$ cat src/rtl/rail_seq_pkg.sv
package rail_seq_pkg;

  // millivolt level to counter code, rounded up so a decode never fires early
  function automatic int mv_to_lsb(input int mv, input int step);
    return (mv + step - 1) / step;
  endfunction

  typedef struct packed {
    logic core;
    logic vtt;
    logic agp;
  } rail_en_t;

endpackage

$ cat src/rtl/seq_supply_mon.sv
module seq_supply_mon #(
  parameter int N_SUP = 3
) (
  input  logic             clk,
  input  logic             rst,
  input  logic [N_SUP-1:0] sup_vec,
  output logic             por_ok,
  output logic             mch_on
);

  always_ff @(posedge clk) begin
    if (rst) begin
      por_ok <= 1'b0;
      mch_on <= 1'b0;
    end else begin
      por_ok <= &sup_vec;
      mch_on <= 1'b1;
    end
  end

endmodule

$ cat src/rtl/seq_ramp.sv
module seq_ramp #(
  parameter int W        = 8,
  parameter int INIT_LVL = 0,
  parameter int TOP_LVL  = 225,
  parameter int UP_LVL   = 200
) (
  input  logic         clk,
  input  logic         rst,
  input  logic         clr,
  input  logic         adv,
  input  logic         tick,
  output logic [W-1:0] lvl,
  output logic         up
);

  localparam logic [W-1:0] L_INIT = W'(INIT_LVL);
  localparam logic [W-1:0] L_TOP  = W'(TOP_LVL);
  localparam logic [W-1:0] L_UP   = W'(UP_LVL);

  logic [W-1:0] lvl_nx;
  logic         step_ok;

  assign step_ok = adv & tick & (lvl < L_TOP);

  generate
    if (INIT_LVL > 0) begin : g_jump
      always_comb begin
        if (lvl < L_INIT)   lvl_nx = L_INIT;
        else if (step_ok)   lvl_nx = lvl + 1'b1;
        else                lvl_nx = lvl;
      end
    end else begin : g_plain
      always_comb begin
        if (step_ok) lvl_nx = lvl + 1'b1;
        else         lvl_nx = lvl;
      end
    end
  endgenerate

  always_ff @(posedge clk) begin
    if (rst || clr) lvl <= '0;
    else            lvl <= lvl_nx;
  end

  always_ff @(posedge clk) begin
    if (rst) up <= 1'b0;
    else     up <= (lvl > L_UP);
  end

endmodule

$ cat src/rtl/seq_ctrl.sv
module seq_ctrl #(
  parameter int W          = 8,
  parameter int SHUT_LVL   = 40,
  parameter int VALLEY_LVL = 63,
  parameter int UP_LVL     = 200
) (
  input  logic         clk,
  input  logic         rst,
  input  logic         por_ok,
  input  logic         clr_a,
  input  logic [W-1:0] ramp_a,
  input  logic [W-1:0] ramp_b,
  input  logic         inhibit,
  input  logic         vtt_90,
  input  logic         vtt_uv_ok,
  input  logic         agp_uv_ok,
  input  logic         mch_uv_ok,
  input  logic         core_win,
  input  logic         pwm_pulse,
  output logic         clr_b,
  output logic         b_rel,
  output rail_seq_pkg::rail_en_t rails,
  output logic         mch_full,
  output logic         vtt_pg,
  output logic         pgood
);

  localparam logic [W-1:0] L_SHUT   = W'(SHUT_LVL);
  localparam logic [W-1:0] L_VALLEY = W'(VALLEY_LVL);
  localparam logic [W-1:0] L_UP     = W'(UP_LVL);

  logic a_above_shut, b_at_valley, live, both_up, rails_ok;

  assign a_above_shut = (ramp_a >= L_SHUT);
  assign b_at_valley  = (ramp_b >= L_VALLEY);
  assign live         = por_ok & a_above_shut & ~inhibit;
  assign clr_b        = clr_a | inhibit | ~a_above_shut;
  assign both_up      = (ramp_a > L_UP) & (ramp_b > L_UP);
  assign rails_ok     = core_win & vtt_uv_ok & agp_uv_ok & mch_uv_ok;

  always_ff @(posedge clk) begin
    if (rst || clr_b) b_rel <= 1'b0;
    else if (vtt_90)  b_rel <= 1'b1;
  end

  always_ff @(posedge clk) begin
    if (rst) begin
      rails    <= '0;
      mch_full <= 1'b0;
      vtt_pg   <= 1'b0;
      pgood    <= 1'b0;
    end else begin
      rails.vtt <= live;
      rails.agp <= live & b_rel;
      rails.core <= live & b_at_valley;
      mch_full  <= por_ok & a_above_shut;
      if (!live || !vtt_uv_ok)           vtt_pg <= 1'b0;
      else if (pwm_pulse && b_at_valley) vtt_pg <= 1'b1;
      pgood <= live & both_up & rails_ok;
    end
  end

endmodule

$ cat src/rtl/rail_seq_top.sv
module rail_seq_top #(
  parameter int RAMP_W    = 8,
  parameter int STEP_MV   = 20,
  parameter int INIT_MV   = 1000,
  parameter int TOP_MV    = 4500,
  parameter int UP_MV     = 4000,
  parameter int VALLEY_MV = 1250,
  parameter int SHUT_MV   = 800
) (
  input  logic              clk,
  input  logic              rst,
  input  logic              tick,
  input  logic              sup_bias,
  input  logic              sup_5v,
  input  logic              sup_3v3,
  input  logic              shut_req,
  input  logic              inhibit,
  input  logic              restart,
  input  logic              vtt_90,
  input  logic              vtt_uv_ok,
  input  logic              agp_uv_ok,
  input  logic              mch_uv_ok,
  input  logic              core_win,
  input  logic              pwm_pulse,
  output logic              en_core,
  output logic              en_vtt,
  output logic              en_agp,
  output logic              en_mch,
  output logic              mch_full,
  output logic [RAMP_W-1:0] ramp_a,
  output logic [RAMP_W-1:0] ramp_b,
  output logic              ramp_a_up,
  output logic              ramp_b_up,
  output logic              vtt_pg,
  output logic              pgood
);

  localparam int INIT_LVL   = rail_seq_pkg::mv_to_lsb(INIT_MV, STEP_MV);
  localparam int TOP_LVL    = rail_seq_pkg::mv_to_lsb(TOP_MV, STEP_MV);
  localparam int UP_LVL     = rail_seq_pkg::mv_to_lsb(UP_MV, STEP_MV);
  localparam int VALLEY_LVL = rail_seq_pkg::mv_to_lsb(VALLEY_MV, STEP_MV);
  localparam int SHUT_LVL   = rail_seq_pkg::mv_to_lsb(SHUT_MV, STEP_MV);

  logic por_ok, clr_a, clr_b, b_rel;
  rail_seq_pkg::rail_en_t rails;

  seq_supply_mon #(.N_SUP(3)) sup_i (
    .clk(clk), .rst(rst),
    .sup_vec({sup_bias, sup_5v, sup_3v3}),
    .por_ok(por_ok), .mch_on(en_mch)
  );

  assign clr_a = ~por_ok | shut_req | restart;

  seq_ramp #(.W(RAMP_W), .INIT_LVL(INIT_LVL), .TOP_LVL(TOP_LVL), .UP_LVL(UP_LVL)) ramp_a_i (
    .clk(clk), .rst(rst), .clr(clr_a), .adv(1'b1), .tick(tick),
    .lvl(ramp_a), .up(ramp_a_up)
  );

  seq_ramp #(.W(RAMP_W), .INIT_LVL(0), .TOP_LVL(TOP_LVL), .UP_LVL(UP_LVL)) ramp_b_i (
    .clk(clk), .rst(rst), .clr(clr_b), .adv(b_rel), .tick(tick),
    .lvl(ramp_b), .up(ramp_b_up)
  );

  seq_ctrl #(.W(RAMP_W), .SHUT_LVL(SHUT_LVL), .VALLEY_LVL(VALLEY_LVL), .UP_LVL(UP_LVL)) ctrl_i (
    .clk(clk), .rst(rst), .por_ok(por_ok), .clr_a(clr_a),
    .ramp_a(ramp_a), .ramp_b(ramp_b), .inhibit(inhibit), .vtt_90(vtt_90),
    .vtt_uv_ok(vtt_uv_ok), .agp_uv_ok(agp_uv_ok), .mch_uv_ok(mch_uv_ok),
    .core_win(core_win), .pwm_pulse(pwm_pulse),
    .clr_b(clr_b), .b_rel(b_rel), .rails(rails), .mch_full(mch_full),
    .vtt_pg(vtt_pg), .pgood(pgood)
  );

  assign en_core = rails.core;
  assign en_vtt  = rails.vtt;
  assign en_agp  = rails.agp;

endmodule

$ cat config.mk
export PLATFORM = sky130hd
export DESIGN_NAME = rail_seq_top
export DESIGN_NICKNAME = d
export VERILOG_FILES = /design/src/rtl/rail_seq_pkg.sv /design/src/rtl/seq_supply_mon.sv /design/src/rtl/seq_ramp.sv /design/src/rtl/seq_ctrl.sv /design/src/rtl/rail_seq_top.sv
export SDC_FILE = /design/constraint.sdc
export NUM_CORES = 1
export LEC_CHECK = 0
export ABC_CLOCK_PERIOD_IN_PS = 2000
export CAP_MARGIN = 10
export CORE_UTILIZATION = 30
export CTS_CLUSTER_SIZE = 24
export DETAILED_ROUTE_END_ITERATION = 8
export SETUP_SLACK_MARGIN = 0.02
export SLEW_MARGIN = 25
export SYNTH_ARGS = -nofsm -noshare
export SYNTH_HDL_FRONTEND = slang
export SYNTH_HIERARCHICAL = 1
export SYNTH_SLANG_ARGS = --single-unit
$ cat constraint.sdc
create_clock -name clk -period 2 [get_ports clk]
set_clock_uncertainty 0.2 [all_clocks]
set_input_delay 0.2 -clock clk [delete_from_list [all_inputs] [get_ports clk]]
set_output_delay 0.2 -clock clk [all_outputs]
set_load 0.01 [all_outputs]
# Word-level counts from Yosys, hierarchy flattened
# Index checks and enable logic that the tools add are counted.
[totals]
word_cells = 56
ff_bits = 27
inputBits = 15
out_inout_bits = 25
[op_classes]
addsub = 2
mux = 3
reduce_logical = 10
bitwise_logic = 20
n_lt_le_gt_ge = 7
[ops]
columns = ["cell", "count"]
rows = [
  ["$add 8x1->8 const B", 2],
  ["$ge 8x6->1 const B", 2],
  ["$gt 8x8->1 const B", 2],
  ["$lt 8x8->1 const B", 2],
  ["$and 1x1->1", 13],
  ["$mux 6", 2],
  ["$lt 8x6->1 const B", 1],
  ["$or 1x1->1", 4],
  ["$reduce_or 2->1", 2],
  ["$logic_or 1x1->1", 3],
  ["$not 1->1", 3],
  ["$reduce_and 3->1", 1],
  ["$logic_not 1->1", 2],
  ["$reduce_bool 2->1", 1],
  ["$logic_and 1x1->1", 1],
  ["$mux 1", 1],
]

# Logic depth before layout (Yosys ltp)
[logic_depth]
word_depth = 6
mapped_depth = 6
ltp_nobuf = 6

# By module
# Netlist, hierarchy kept.
[modules_own_cells]
columns = ["mod", "cells_per_inst", "seq_area_each_um2", "area_per_inst_um2", "n_inst"]
rows = [
  ["seq_ramp at ramp_a_i", 54, 180.2, 484.2, 1],
  ["seq_ramp at ramp_b_i", 54, 180.2, 480.5, 1],
  ["seq_ctrl", 32, 140.1, 319.1, 1],
  ["seq_supply_mon", 4, 40.0, 53.8, 1],
  ["rail_seq_top", 2, 0.0, 12.5, 1],
]

# Worst setup path after synthesis
# No wires, ideal clock.
[synth_timing]
kind = "register to register"
startpoint = "reg ramp_a_i.lvl[3]"
endpoint = "reg ramp_b_i.lvl[6]"
path_stages_with_launch = 6
setup_ns = 0.072
n_path_buf = 0
period_less_slack_ns = 1.915
required_time_ns = 1.728
setup_slack_ns = 0.085
arrival_time_ns = 1.643
cell_sequence = "dfxtp_1 o21ai_2 a211o_2 nor2_1 o21ai_0 mux2i_1"
[synth_via]
elab_chain_cells = 4
[synth_lines]
columns = ["item", "line_no", "source"]
rows = [
  ["start, declared", "seq_ramp.sv:12", "output logic [W-1:0] lvl,"],
  ["start signal, assigned", "seq_ramp.sv:42", "else lvl <= lvl_nx;"],
  ["$ge 8x6->1", "seq_ctrl.sv:34", "assign a_above_shut = (ramp_a >= L_SHUT);"],
  ["$not 1->1", "seq_ctrl.sv:37", "assign clr_b = clr_a | inhibit | ~a_above_shut;"],
  ["$or 1x1->1", "seq_ctrl.sv:37", ""],
  ["net clr_b", "rail_seq_top.sv:44", "logic por_ok, clr_a, clr_b, b_rel;"],
  ["$logic_or 1x1->1", "seq_ramp.sv:41", "if (rst || clr) lvl <= '0;"],
  ["end signal, assigned", "seq_ramp.sv:42", ""],
  ["end, declared", "seq_ramp.sv:12", ""],
]
# The timed path passes the listed nets, and every way through them passes these cells.
# A chain may end at the register's enable or synchronous reset.

# Final worst setup path
[layout_timing]
startpoint = "reg sup_i.por_ok"
endpoint = "reg ramp_b_i.lvl[3]"
[layout_via]
elab_chain_cells = 6
[layout_lines]
columns = ["item", "line_no", "source"]
rows = [
  ["start, declared", "seq_supply_mon.sv:7", "output logic por_ok,"],
  ["start signal, assigned", "seq_supply_mon.sv:16", "por_ok <= &sup_vec;"],
  ["$not 1->1", "rail_seq_top.sv:53", "assign clr_a = ~por_ok | shut_req | restart;"],
  ["$or 1x1->1 (2 in series)", "rail_seq_top.sv:53", ""],
  ["net clr_a", "rail_seq_top.sv:44", ""],
  ["$or 1x1->1 (2 in series)", "seq_ctrl.sv:37", ""],
  ["net clr_b", "rail_seq_top.sv:44", ""],
  ["$logic_or 1x1->1", "seq_ramp.sv:41", ""],
]
# The timed path passes the listed nets, and every way through them passes these cells.

==> out/metrics.cfg <==
[min_path]
min_path_cells=2
worstHoldStart=sup_i/por_ok$_SDFF_PP0_
worstHoldPathType=register to register
whs_endpoint=ctrl_i/mch_full$_SDFF_PP0_

[setup_path]
crit_path_max_fanout=4
setup.reg_to_reg.worst_slack_ns=0.15
worst_r2r_endpoint=ramp_b_i/lvl[3]$_SDFFE_PP0P_
timing.critical_path.required_ns=1.99
worst_path_largest_cell_delay_ns=0.37
cp_cell_sequence=or3b_1 > a211o_2 > or3_1 > mux2i_1
timing.critical_path.arrival_ns=1.83
reg2reg_from=sup_i/por_ok$_SDFF_PP0_
worstSetupStartpointType=register
rr_worst_depth=4
worstSetupPathType=register to register
critical-path-slowest-cell=sky130_fd_sc_hd__or3b_1
critPathCaptureType=register

[sta]
fmaxAchievable_mhz=542
unrepaired_setup_endpoints_after_global_routing=no
finalSetupViolations=0
finalMaxSlewViolations=0
fin_crit_ns=1.85
layout_worst_path_cycle_share_pct=92.3
final.setup.worst_slack_ns=0.155
finalHoldViolations=0
setup_tns_ns=0

[cts]
cts_hold_buffers=0
number_of_buffers_on_the_longest_clock_path=2
cts_htree_levels=1
clkTransAtPathRegs_ns=0.09
cts_sinks=27
cts_root_buffer=sky130_fd_sc_hd__clkbuf_8
tritoncts=done
clk-insertion-delay-late_ns=0.26
cts_setup_buffers=0
numCtsBuffers=3

[yosys]
syn_area_per_cell_um2=9.25
post-synth-top-count-cell=sky130_fd_sc_hd__dfxtp_1
ys_types=47
asyncSetResetFlopFracSynth_pct=0
synth.area.top_cells=sky130_fd_sc_hd__dfxtp_1 40%, sky130_fd_sc_hd__ha_1 4.6%, sky130_fd_sc_hd__mux2i_1 4.4%
yosysSeqAreaShare_pct=40.0
synth.top_cells.by_count=27 x sky130_fd_sc_hd__dfxtp_1, 14 x sky130_fd_sc_hd__nor2_1, 12 x sky130_fd_sc_hd__nand2_1
syn_area_mm2=0.00135
synth_top_area_share_pct=40.0
yosys.area.top_type=sky130_fd_sc_hd__dfxtp_1
syn-instance-count=146
synthFlopType=sky130_fd_sc_hd__dfxtp_1
synth-seq-cells=27
synth_enable_flop_cells=0
ys.warnings.count=6

[grt]
global_route.overflow_total=0
global_route.usage.total_pct=14.9
antenna_found_initial=0
via_count_of_the_first_global_routing_pass=1300
grt_start_max_net_pins=15
gr-usage-met1_pct=18.3
global_route.usage.met2_pct=26.5
gr-usage-met3_pct=2.92
busiest_layer=met2
grt_first_pass_wirelength_um=5950

[detailed_routing]
drt-total-wl_um=3480
via_count=1266
drc_errors=0
wire_per_inst_um=13.8
viasPerCell=5.02
drtAntennaViolNets=0
drt_first_iter_violations=42
first_pass_iters=6

[floorplanning]
num_rows=24
starting_utilization_of_the_core_area_pct=31.0
die_width_um=69.1
die_h_um=69.1
die-area_mm2=0.00477
num_io_pins=40
core_area_mm2=0.00435

[placed_design]
routabilityCongestion=0.816
placement.setup.worst_slack_ns=-0.0921
detailedPlacementHpwl_um=2660
placed_cells=248
io_buffer_count=39

[finish]
layout-drive-gt1-share_pct=14.0
final_cell_count_no_fill=252
area_delta_synth_final_pct=42.7
design.final.nets=221
antenna_fix_cells=0

[flow_run]
max_cap_viol_count=0

[run_status]
run_status=complete, no violations

[pwr]
p_leak_uw=0.000711
vdd.ir_drop.worst_v=0.000295
pwr_density_cell_mw_per_mm2=468

==> logic make-up (layout without fill, tap and decap cells) <==
kind of cell | Yosys count | count (layout) | synth area share (%)
other cells | 1 | 3 | 0.278
flops | 27 | 27 | 40.0
compound gates | 26 | 26 | 15.2
fa+ha+maj | 5 | 5 | 4.63
simple gates | 69 | 69 | 30.2
xor+xnor | 5 | 5 | 3.24
buf+inv | 7 | 59 | 1.95
mux | 6 | 6 | 4.45
==> layout by cell type, fill, tap and decap left out, types with 2 or more instances in the layout <==
master / n
sky130_fd_sc_hd__buf_4: 9
sky130_fd_sc_hd__nand4_1: 4
sky130_fd_sc_hd__dfxtp_1: 26
sky130_fd_sc_hd__clkbuf_8: 3
sky130_fd_sc_hd__o31a_1: 3
sky130_fd_sc_hd__ha_1: 5
sky130_fd_sc_hd__clkdlybuf4s50_1: 39
sky130_fd_sc_hd__nand2_1: 12
sky130_fd_sc_hd__or3_1: 2
sky130_fd_sc_hd__nand2b_1: 2
sky130_fd_sc_hd__conb_1: 3
sky130_fd_sc_hd__a21oi_1: 5
sky130_fd_sc_hd__o21ai_0: 3
sky130_fd_sc_hd__xor2_1: 2
sky130_fd_sc_hd__xnor2_1: 3
sky130_fd_sc_hd__nor2_1: 14
sky130_fd_sc_hd__nand3_1: 8
sky130_fd_sc_hd__and4_1: 3
sky130_fd_sc_hd__mux2i_1: 6
sky130_fd_sc_hd__inv_1: 7
sky130_fd_sc_hd__nor3_1: 7
sky130_fd_sc_hd__o31ai_1: 2
sky130_fd_sc_hd__and3_1: 3
==> critical path, delay by kind of cell, from the launching register on <==
family          cells  cell delay [ns]
simple gates        2             0.73
flops               1             0.36
compound gates      1             0.31
mux                 1             0.17
==> report_power, final <==
| group | leakage, uW | switching [uW] | total (uW) | internal [uW] |
|---|---|---|---|---|
| logic | 0.000470 | 15.8 | 48.5 | 32.7 |
| clock network | 0.0000228 | 170 | 312 | 142 |
| registers | 0.000218 | 1.16 | 540 | 539 |
==> sequential cells by signal, indices dropped and copies added, names as in the netlist <==
name / count
ramp_a_i/lvl: 8
ramp_b_i/lvl: 8
ctrl_i/rails: 3
ctrl_i/b_rel: 1
ctrl_i/mch_full: 1
ctrl_i/pgood: 1
ctrl_i/vtt_pg: 1
ramp_a_i/up: 1
ramp_b_i/up: 1
sup_i/mch_on: 1
sup_i/por_ok: 1
==> stage by stage <==
stage / total power, uW / hold slack [ns] / area, um2 / util [%]
6_report: 901 / 0.299 / 1930 / 44.3
3_3_place_gp: 601 / 0.291 / 1880 / 43.2
3_5_place_dp: 602 / 0.299 / 1880 / 43.2
2_1_floorplan: 562 / 0.0565 / 1360 / -
4_1_cts: 911 / 0.313 / 1930 / 44.2
5_1_grt: 935 / 0.322 / 1930 / 44.3
==> what timing repair did <==
action / CTS / global route
hold endpoints to repair: 0 / 0
setup endpoints to repair: 0 / 1
gates resized for setup: 0 / 1
==> how the worst max path moves through the flow <==
stage / start / endpoint / slack (ns) / cells after the start
finish: sup_i/por_ok$_SDFF_PP0_ / ramp_b_i/lvl[3]$_SDFFE_PP0P_ / 0.15 / 4
global route: sup_i/por_ok$_SDFF_PP0_ / ramp_b_i/lvl[6]$_SDFFE_PP0P_ / 0.06 / 6
CTS: sup_i/por_ok$_SDFF_PP0_ / ramp_b_i/lvl[3]$_SDFFE_PP0P_ / 0.12 / 4
detailed placement: shut_req / ramp_b_i/lvl[3]$_SDFFE_PP0P_ / -0.09 / 5
global placement: shut_req / ramp_b_i/lvl[6]$_SDFFE_PP0P_ / -0.03 / 7
floorplan: ramp_a_i/lvl[3]$_SDFFE_PP0P_ / ramp_b_i/lvl[6]$_SDFFE_PP0P_ / 0.09 / 5
==> final cells by class <==
| type | instances | area (um2) |
|---|---|---|
| tap | 52 | 65.1 |
| timing repair buffer | 48 | 458 |
| clock buffer | 4 | 45.0 |
| fill | 425 | 2430 |
| multi-input combinational | 114 | 791 |
| inverter | 7 | 26.3 |
| sequential | 27 | 542 |
==> per-layer routing <==
metal  wire [um]  part of all wire [%]
met1        1580                    46
met2        1680                    48
met3         184                   5.3
met4          27                  0.78
met5           0                     0
Note: power is estimated with default switching activity, not from simulation.
